### config.mk
export PLATFORM = sky130hd
export DESIGN_NAME = fdl_rx_capture
export DESIGN_NICKNAME = d
export VERILOG_FILES = /design/src/rtl/fdl_rx_pkg.sv /design/src/rtl/fdl_destuff.sv /design/src/rtl/fdl_shift_acc.sv /design/src/rtl/fdl_byte_match.sv /design/src/rtl/fdl_rx_capture.sv
export SDC_FILE = /design/constraint.sdc
export NUM_CORES = 1
export LEC_CHECK = 0
export BUFFER_PORTS_ARGS = -buffer_cell sky130_fd_sc_hd__buf_2
export CAP_MARGIN = 15
export CORE_ASPECT_RATIO = 0.8
export CORE_MARGIN = 1.5
export CORE_UTILIZATION = 30
export CTS_CLUSTER_SIZE = 25
export DETAILED_ROUTE_END_ITERATION = 7
export MAX_ROUTING_LAYER = met4
export PLACE_DENSITY = 0.47
export REMOVE_ABC_BUFFERS = 1
export SLEW_MARGIN = 10
export SYNTH_ARGS = -nofsm -noshare
export SYNTH_HDL_FRONTEND = slang
export SYNTH_SLANG_ARGS = --single-unit
### constraint.sdc
create_clock -name clk_i -period 2.1 [get_ports clk_i]
set_input_delay 0.63 -clock clk_i [delete_from_list [all_inputs] [get_ports clk_i]]
set_output_delay 0.63 -clock clk_i [all_outputs]
set_load 0.02 [all_outputs]
### src/rtl/fdl_rx_pkg.sv
package fdl_rx_pkg;
  parameter int unsigned BYTE_W  = 8;
  parameter int unsigned RUN_MAX = 5;
  parameter int unsigned NUM_PAT = 2;
endpackage

### src/rtl/fdl_destuff.sv
module fdl_destuff #(
  parameter int unsigned RUN_MAX = fdl_rx_pkg::RUN_MAX
) (
  input  logic clk_i,
  input  logic rst_ni,
  input  logic en_i,
  input  logic valid_i,
  input  logic bit_i,
  output logic accept_o
);
  localparam int unsigned RUN_W = $clog2(RUN_MAX + 1);
  localparam logic [RUN_W-1:0] RUN_LIM = RUN_W'(RUN_MAX);

  logic [RUN_W-1:0] run_q;
  logic             drop;

  // stuffed zero: the first 0 after a full run of ones
  assign drop     = en_i && (run_q == RUN_LIM) && !bit_i;
  assign accept_o = valid_i && !drop;

  always_ff @(posedge clk_i or negedge rst_ni) begin
    if (!rst_ni) begin
      run_q <= '0;
    end else if (!en_i) begin
      run_q <= '0;
    end else if (valid_i) begin
      if (!bit_i)                run_q <= '0;
      else if (run_q != RUN_LIM) run_q <= run_q + 1'b1;
    end
  end
endmodule

### src/rtl/fdl_shift_acc.sv
module fdl_shift_acc #(
  parameter int unsigned BYTE_W = fdl_rx_pkg::BYTE_W
) (
  input  logic              clk_i,
  input  logic              rst_ni,
  input  logic              shift_i,
  input  logic              bit_i,
  output logic              done_o,
  output logic [BYTE_W-1:0] byte_o
);
  localparam int unsigned CNT_W = $clog2(BYTE_W);
  localparam logic [CNT_W-1:0] CNT_LAST = CNT_W'(BYTE_W - 1);

  logic [BYTE_W-1:0] sr_q;
  logic [CNT_W-1:0]  cnt_q;

  // lsb first: new bit enters at the top and moves down
  assign byte_o = {bit_i, sr_q[BYTE_W-1:1]};
  assign done_o = shift_i && (cnt_q == CNT_LAST);

  always_ff @(posedge clk_i or negedge rst_ni) begin
    if (!rst_ni) begin
      sr_q  <= '0;
      cnt_q <= '0;
    end else if (shift_i) begin
      sr_q  <= byte_o;
      cnt_q <= done_o ? '0 : cnt_q + 1'b1;
    end
  end
endmodule

### src/rtl/fdl_byte_match.sv
module fdl_byte_match #(
  parameter int unsigned BYTE_W  = fdl_rx_pkg::BYTE_W,
  parameter int unsigned NUM_PAT = fdl_rx_pkg::NUM_PAT
) (
  input  logic [BYTE_W-1:0]              byte_i,
  input  logic [NUM_PAT-1:0][BYTE_W-1:0] pat_i,
  output logic                           hit_o
);
  logic [NUM_PAT-1:0] eq;

  for (genvar g = 0; g < NUM_PAT; g++) begin : g_cmp
    assign eq[g] = (byte_i == pat_i[g]);
  end

  assign hit_o = |eq;
endmodule

### src/rtl/fdl_rx_capture.sv
module fdl_rx_capture #(
  parameter int unsigned BYTE_W  = fdl_rx_pkg::BYTE_W,
  parameter int unsigned RUN_MAX = fdl_rx_pkg::RUN_MAX
) (
  input  logic              clk_i,
  input  logic              rst_ni,
  input  logic              bit_i,
  input  logic              bit_valid_i,
  input  logic              destuff_en_i,
  input  logic [BYTE_W-1:0] match_a_i,
  input  logic [BYTE_W-1:0] match_b_i,
  input  logic              full_mask_i,
  input  logic              match_mask_i,
  input  logic              clr_full_i,
  input  logic              clr_match_i,
  output logic [BYTE_W-1:0] byte_o,
  output logic              full_flag_o,
  output logic              match_flag_o,
  output logic              irq_no
);
  localparam int unsigned NUM_PAT = 2;

  logic                           bit_accept;
  logic                           byte_done;
  logic [BYTE_W-1:0]              byte_new;
  logic                           hit;
  logic [NUM_PAT-1:0][BYTE_W-1:0] pats;
  logic [BYTE_W-1:0]              hold_q;
  logic                           full_q;
  logic                           match_q;

  assign pats = {match_b_i, match_a_i};

  fdl_destuff #(.RUN_MAX(RUN_MAX)) u_destuff (
    .clk_i   (clk_i),
    .rst_ni  (rst_ni),
    .en_i    (destuff_en_i),
    .valid_i (bit_valid_i),
    .bit_i   (bit_i),
    .accept_o(bit_accept)
  );

  fdl_shift_acc #(.BYTE_W(BYTE_W)) u_acc (
    .clk_i  (clk_i),
    .rst_ni (rst_ni),
    .shift_i(bit_accept),
    .bit_i  (bit_i),
    .done_o (byte_done),
    .byte_o (byte_new)
  );

  fdl_byte_match #(.BYTE_W(BYTE_W), .NUM_PAT(NUM_PAT)) u_match (
    .byte_i(byte_new),
    .pat_i (pats),
    .hit_o (hit)
  );

  // set beats clear on the same edge
  always_ff @(posedge clk_i or negedge rst_ni) begin
    if (!rst_ni) begin
      hold_q  <= '0;
      full_q  <= 1'b0;
      match_q <= 1'b0;
    end else begin
      if (byte_done) hold_q <= byte_new;

      if (byte_done)       full_q <= 1'b1;
      else if (clr_full_i) full_q <= 1'b0;

      if (byte_done && hit) match_q <= 1'b1;
      else if (clr_match_i) match_q <= 1'b0;
    end
  end

  assign byte_o       = hold_q;
  assign full_flag_o  = full_q;
  assign match_flag_o = match_q;
  assign irq_no       = !((full_q && full_mask_i) || (match_q && match_mask_i));
endmodule

# Yosys cells after proc, flatten, opt, wreduce, memory -nomap -nowiden

Cells that the tools add are included.

Output and inout port bits: 11
Bits of input ports: 25
Flip-flop bits (word level): 24
Logic and storage cells: 39

Equality and inequality tests: 7
Reduce and logical (&&, ||, !) cells: 15
Add/subtract/negate cells: 2
Mux-type cells: 9

Operators by type and width:

| operator            | number |
|---|---|
| $eq 8x8->1          | 2 |
| $mux 3              | 5 |
| $logic_and 1x1->1   | 7 |
| $add 3x1->3 const B | 2 |
| $eq 3x3->1 const B  | 2 |
| $mux 1              | 4 |
| $reduce_bool 2->1   | 2 |
| $logic_not 1->1     | 3 |
| $ne 3x2->1 const B  | 1 |
| $ne 3x3->1 const B  | 1 |
| $ne 2x2->1 const B  | 1 |
| $reduce_and 2->1    | 1 |
| $reduce_or 2->1     | 1 |
| $logic_or 1x1->1    | 1 |

# Longest topological paths before layout

Depth after elaboration: 8
Depth in mapped cells: 7
Mapped depth without buffers: 6

# Hierarchy

Synthesis repeated with hierarchy kept, for this count alone.

Cell total of the unflattened synthesis: 94
Area, all modules: 1217.4 sq um

By module, submodules not included:

| module         | sequential area each (sq um) | cells each | area each (sq um) | times used |
|---|---|---|---|---|
| fdl_shift_acc  | 250.2                        | 27         | 429.2             | 1 |
| fdl_rx_capture | 250.2                        | 25         | 414.1             | 1 |
| fdl_destuff    | 75.1                         | 21         | 202.7             | 1 |
| fdl_byte_match | 0.0                          | 21         | 171.4             | 1 |

# Least setup slack after synthesis

No wires, ideal clock.

Path kind: input to output
Start point: input full_mask_i
End point: output irq_no
Stages: 1
Arrival: 1.024 ns
Slack: 0.446 ns
Path buffers: 0
Data required time: 1.470 ns
Cell sequence: a22oi_1

Longest elaborated chain between the ends: 3

RTL lines:

| what              | line                 | source |
|---|---|---|
| from (decl)       | fdl_rx_capture.sv:12 | `input logic full_mask_i,` |
| $logic_and 1x1->1 | fdl_rx_capture.sv:78 | `assign irq_no = !((full_q && full_mask_i) \|\| (match_q && match_mask_i));` |
| $logic_or 1x1->1  | fdl_rx_capture.sv:78 |  |
| $logic_not 1->1   | fdl_rx_capture.sv:78 |  |
| to (decl)         | fdl_rx_capture.sv:19 | `output logic irq_no` |

No other way between the ends.

# Worst setup path after layout

Start point: register u_destuff.run_q[1]
End point: register u_acc.cnt_q[1]

Longest elaborated chain between the ends: 7

RTL lines:

| what                               | line                | source |
|---|---|---|
| from (decl)                        | fdl_destuff.sv:14   | `logic [RUN_W-1:0] run_q;` |
| from (signal assigned)             | fdl_destuff.sv:28   | `else if (run_q != RUN_LIM) run_q <= run_q + 1'b1;` |
| $eq 3x3->1 (*)                     | fdl_destuff.sv:18   | `assign drop = en_i && (run_q == RUN_LIM) && !bit_i;` |
| $logic_and 1x1->1 (*) (2 in a row) | fdl_destuff.sv:18   |  |
| $logic_not 1->1 (*)                | fdl_destuff.sv:19   | `assign accept_o = valid_i && !drop;` |
| $logic_and 1x1->1 (*)              | fdl_destuff.sv:19   |  |
| $logic_and 1x1->1                  | fdl_shift_acc.sv:19 | `assign done_o = shift_i && (cnt_q == CNT_LAST);` |
| $mux 3                             | fdl_shift_acc.sv:27 | `cnt_q <= done_o ? '0 : cnt_q + 1'b1;` |
| to (signal assigned)               | fdl_shift_acc.sv:27 |  |
| to (decl)                          | fdl_shift_acc.sv:15 | `logic [CNT_W-1:0] cnt_q;` |

Every way passes the cells marked *; elsewhere a longest branch is shown, timed or not.
A chain may end at the register's enable or synchronous reset.

==> metrics.txt <==
outcome finished, final reports clean; FMAX 0.552 GHz; crit-path max FO 11; Reg area 576 um2; Gate power share 33.0%; Fin Setup TNS 0 ns; Clock Tree Root clkbuf_8; crit path DAT 1.96 ns; drt pass-1 iters 4; clk slew on worst S/H paths 0.08 ns; xor/xnor share of the synthesized area 11.8%; Layout Skew 0.00582 ns; Filler cells 385; EDFF count, synth 0; multi-input combinational cell area 576 um2; Post-Synth Adder-Cell Area 4.23%; first-pass GRT wire length 3930 um; R2R Setup Slk 0.29 ns; P_int 934 uW; crit end category flop; DR vias 830; Startpoint Class flop; DIE HEIGHT 59.2 um; predominant post-synthesis flop cell dfrtp_1; TritonCTS Sinks 23; post-synthesis mux area share 13.3%; cell count after synthesis 99; switching share of power 33.7%; DRT met1 WL 1110 um; pin count of the biggest net entering global routing 24; cell row count 20; I/O Pins 36; Post-Syn Area 1180 um2; Initial Util 31.3%; met2 WL 1050 um; hold buffer count at CTS 0; DPL Wire Length 1740 um; Global Route Usage Sum 12.4%; fin crit share 86.3%; Switch Pwr 474 uW; Post-Route WL 2290 um; post-synthesis simple-gate area fraction 8.99%; Tightest Hold Check Type in -> async; relative slew slack 65.6%; Yosys reg bits 23; Place WS 0.280 ns; postcts setup bufs 0; CORE AREA 3780 um2; drt via density 4.37; remaining global-route overflow 0; H-tree lvl count 1; R2R depth 5; layout cell share with drive strength beyond 1 41.5%; Pwr Density 968 nW/um2; RR Startpoint u_destuff.run_q[1]; 1st-iter DRT viols 26; synthesized area per cell 12.0 um2; post-synthesis cell type count 27; DR WL met3 118 um; sequential cell area fraction in the yosys report 48.6%; initial antenna violation count 0; Die Width 73.2 um; fin worst setup slack 0.288 ns; Lkg Pwr 0.000709 uW; final period demand of the worst path 1.81 ns; most frequent cells after synthesis dfrtp_1 (23), xor2_1 (16), mux2_2 (14); Worst EP required 2.25 ns; Routed Antenna Nets 0; Synth area leaders dfrtp_1 (49%), mux2_2 (13%), xor2_1 (12%), ha_1 (4.2%), nand2_1 (2.2%); post-synth top area share 48.6%; Max clock buf depth 2; final hold viol count 0; Clock power frac 19.2%; Worst-Margin Slew 0.515 ns; most common cell in the netlist dfrtp_1; Slew Viols, Final 0; Top Metal Used met4; worst skew pair latency 0.26 ns; async set or reset register ratio after synthesis 100%; main combinational cell family by area after synthesis multiplexers; dpl cell area 1410 um2; post-DR wirelength/cell 12.1 um; Reg2Reg Capture Point u_acc.cnt_q[1]; gpl congestion 0.742; drt drc 0; Yosys warning count 0; critical path class reg -> reg; Synth Area in Compound Gates 10.3%; RSZ-0062 raised after global routing false; post-CTS sizing 0; ANT cells 0; # port buffers 35; vias in the first global route 861; Max Cap Viol 0; maximum vdd drop 0.376 mV; sequential share of power 47.8%; final-stage net count 165; die area 4330 um2; number of buffers created by CTS 3; P&R area growth vs syn 22.9%; CTS tree done; Yosys top cell by area dfrtp_1; post-layout instance area 1460 um2; Finish-stage setup viols 0
[state kept, by name, summed over array words and instances (netlist names)]
name / flops
byte_o: 8
u_acc.sr_q: 7
u_acc.cnt_q: 3
u_destuff.run_q: 3
full_flag_o: 1
match_flag_o: 1
[metrics by stage]
stage	instances	power (uW)	util, %	hold WS (ns)
2_1_floorplan	96	982	-	0.334
3_3_place_gp	186	1140	37.3	0.471
3_5_place_dp	186	1160	37.3	0.488
4_1_cts	190	1440	38.5	0.351
5_1_grt	190	1530	38.5	0.369
6_report	190	1410	38.5	0.330
[worst max-delay path, cell delays in order, from the launching register on]
cell and delay [ns]:
dfrtp_1 0.41, inv_1 0.07, ha_1 0.25, nand3_2 0.15, o21ai_2 0.43, mux2_2 0.39
[how the worst max path moves through the flow]
stage	to	slack, ns	startpoint	depth (start not counted)
after CTS	u_acc.cnt_q[1]	0.28	u_destuff.run_q[1]	5
after floorplan	irq_no	0.45	full_mask_i	1
after global routing	u_acc.sr_q[5]	0.14	u_destuff.run_q[1]	5
after detailed placement	u_acc.cnt_q[1]	0.28	destuff_en_i	4
final	u_acc.cnt_q[1]	0.29	u_destuff.run_q[1]	5
after global placement	u_acc.cnt_q[1]	0.30	destuff_en_i	4
[cells in the final DEF, fill, tap and decap left out, drive strengths merged]
cell type  instances
buf               35
dfrtp             23
xor2              16
mux2              14
nand2              7
inv                4
nor4               4
ha                 4
o21ai              4
clkbuf             4
a21oi              3
a22oi              2
a211oi             2
nand3              2
o211ai             1
and3               1
a21boi             1
nor2b              1
nor3               1
a21o               1
a32o               1
o22ai              1
nand3b             1
nor3b              1
nand2b             1
[power groups by stage]
stage | clock network [uW] | logic [uW] | registers, uW
finish | 270 | 465 | 673
global route | 304 | 526 | 695
CTS | 285 | 477 | 675
detailed placement | 0 | 474 | 685
global placement | 0 | 464 | 678
floorplan | 0 | 225 | 757
[layout make-up]
cell class              count  share of cell area [%]
well taps                  55                    4.73
clock buffers               4                    3.10
flip-flops and latches     23                    39.6
repair buffers             35                    12.0
inverters                   4                    1.03
multi-input cells          69                    39.6
[per-layer routing]
layer,vias to the layer above,global-route usage [%]
li1,419,-
met1,389,15.5
met2,20,19.6
met3,2,4.25
met4,0,2.43
met5,-,-
[cell families (layout without fill, tap and decap cells)]
logic type,count (synthesis),after routing
and+or+nand+nor,19,19
xor gates and xnor gates,16,16
muxes,14,14
buffers and inverters,7,43
DFF,23,23
adders and majority gates,4,4
AOI/OAI and AO/OA,16,16
(Power assumes the default switching activity.)
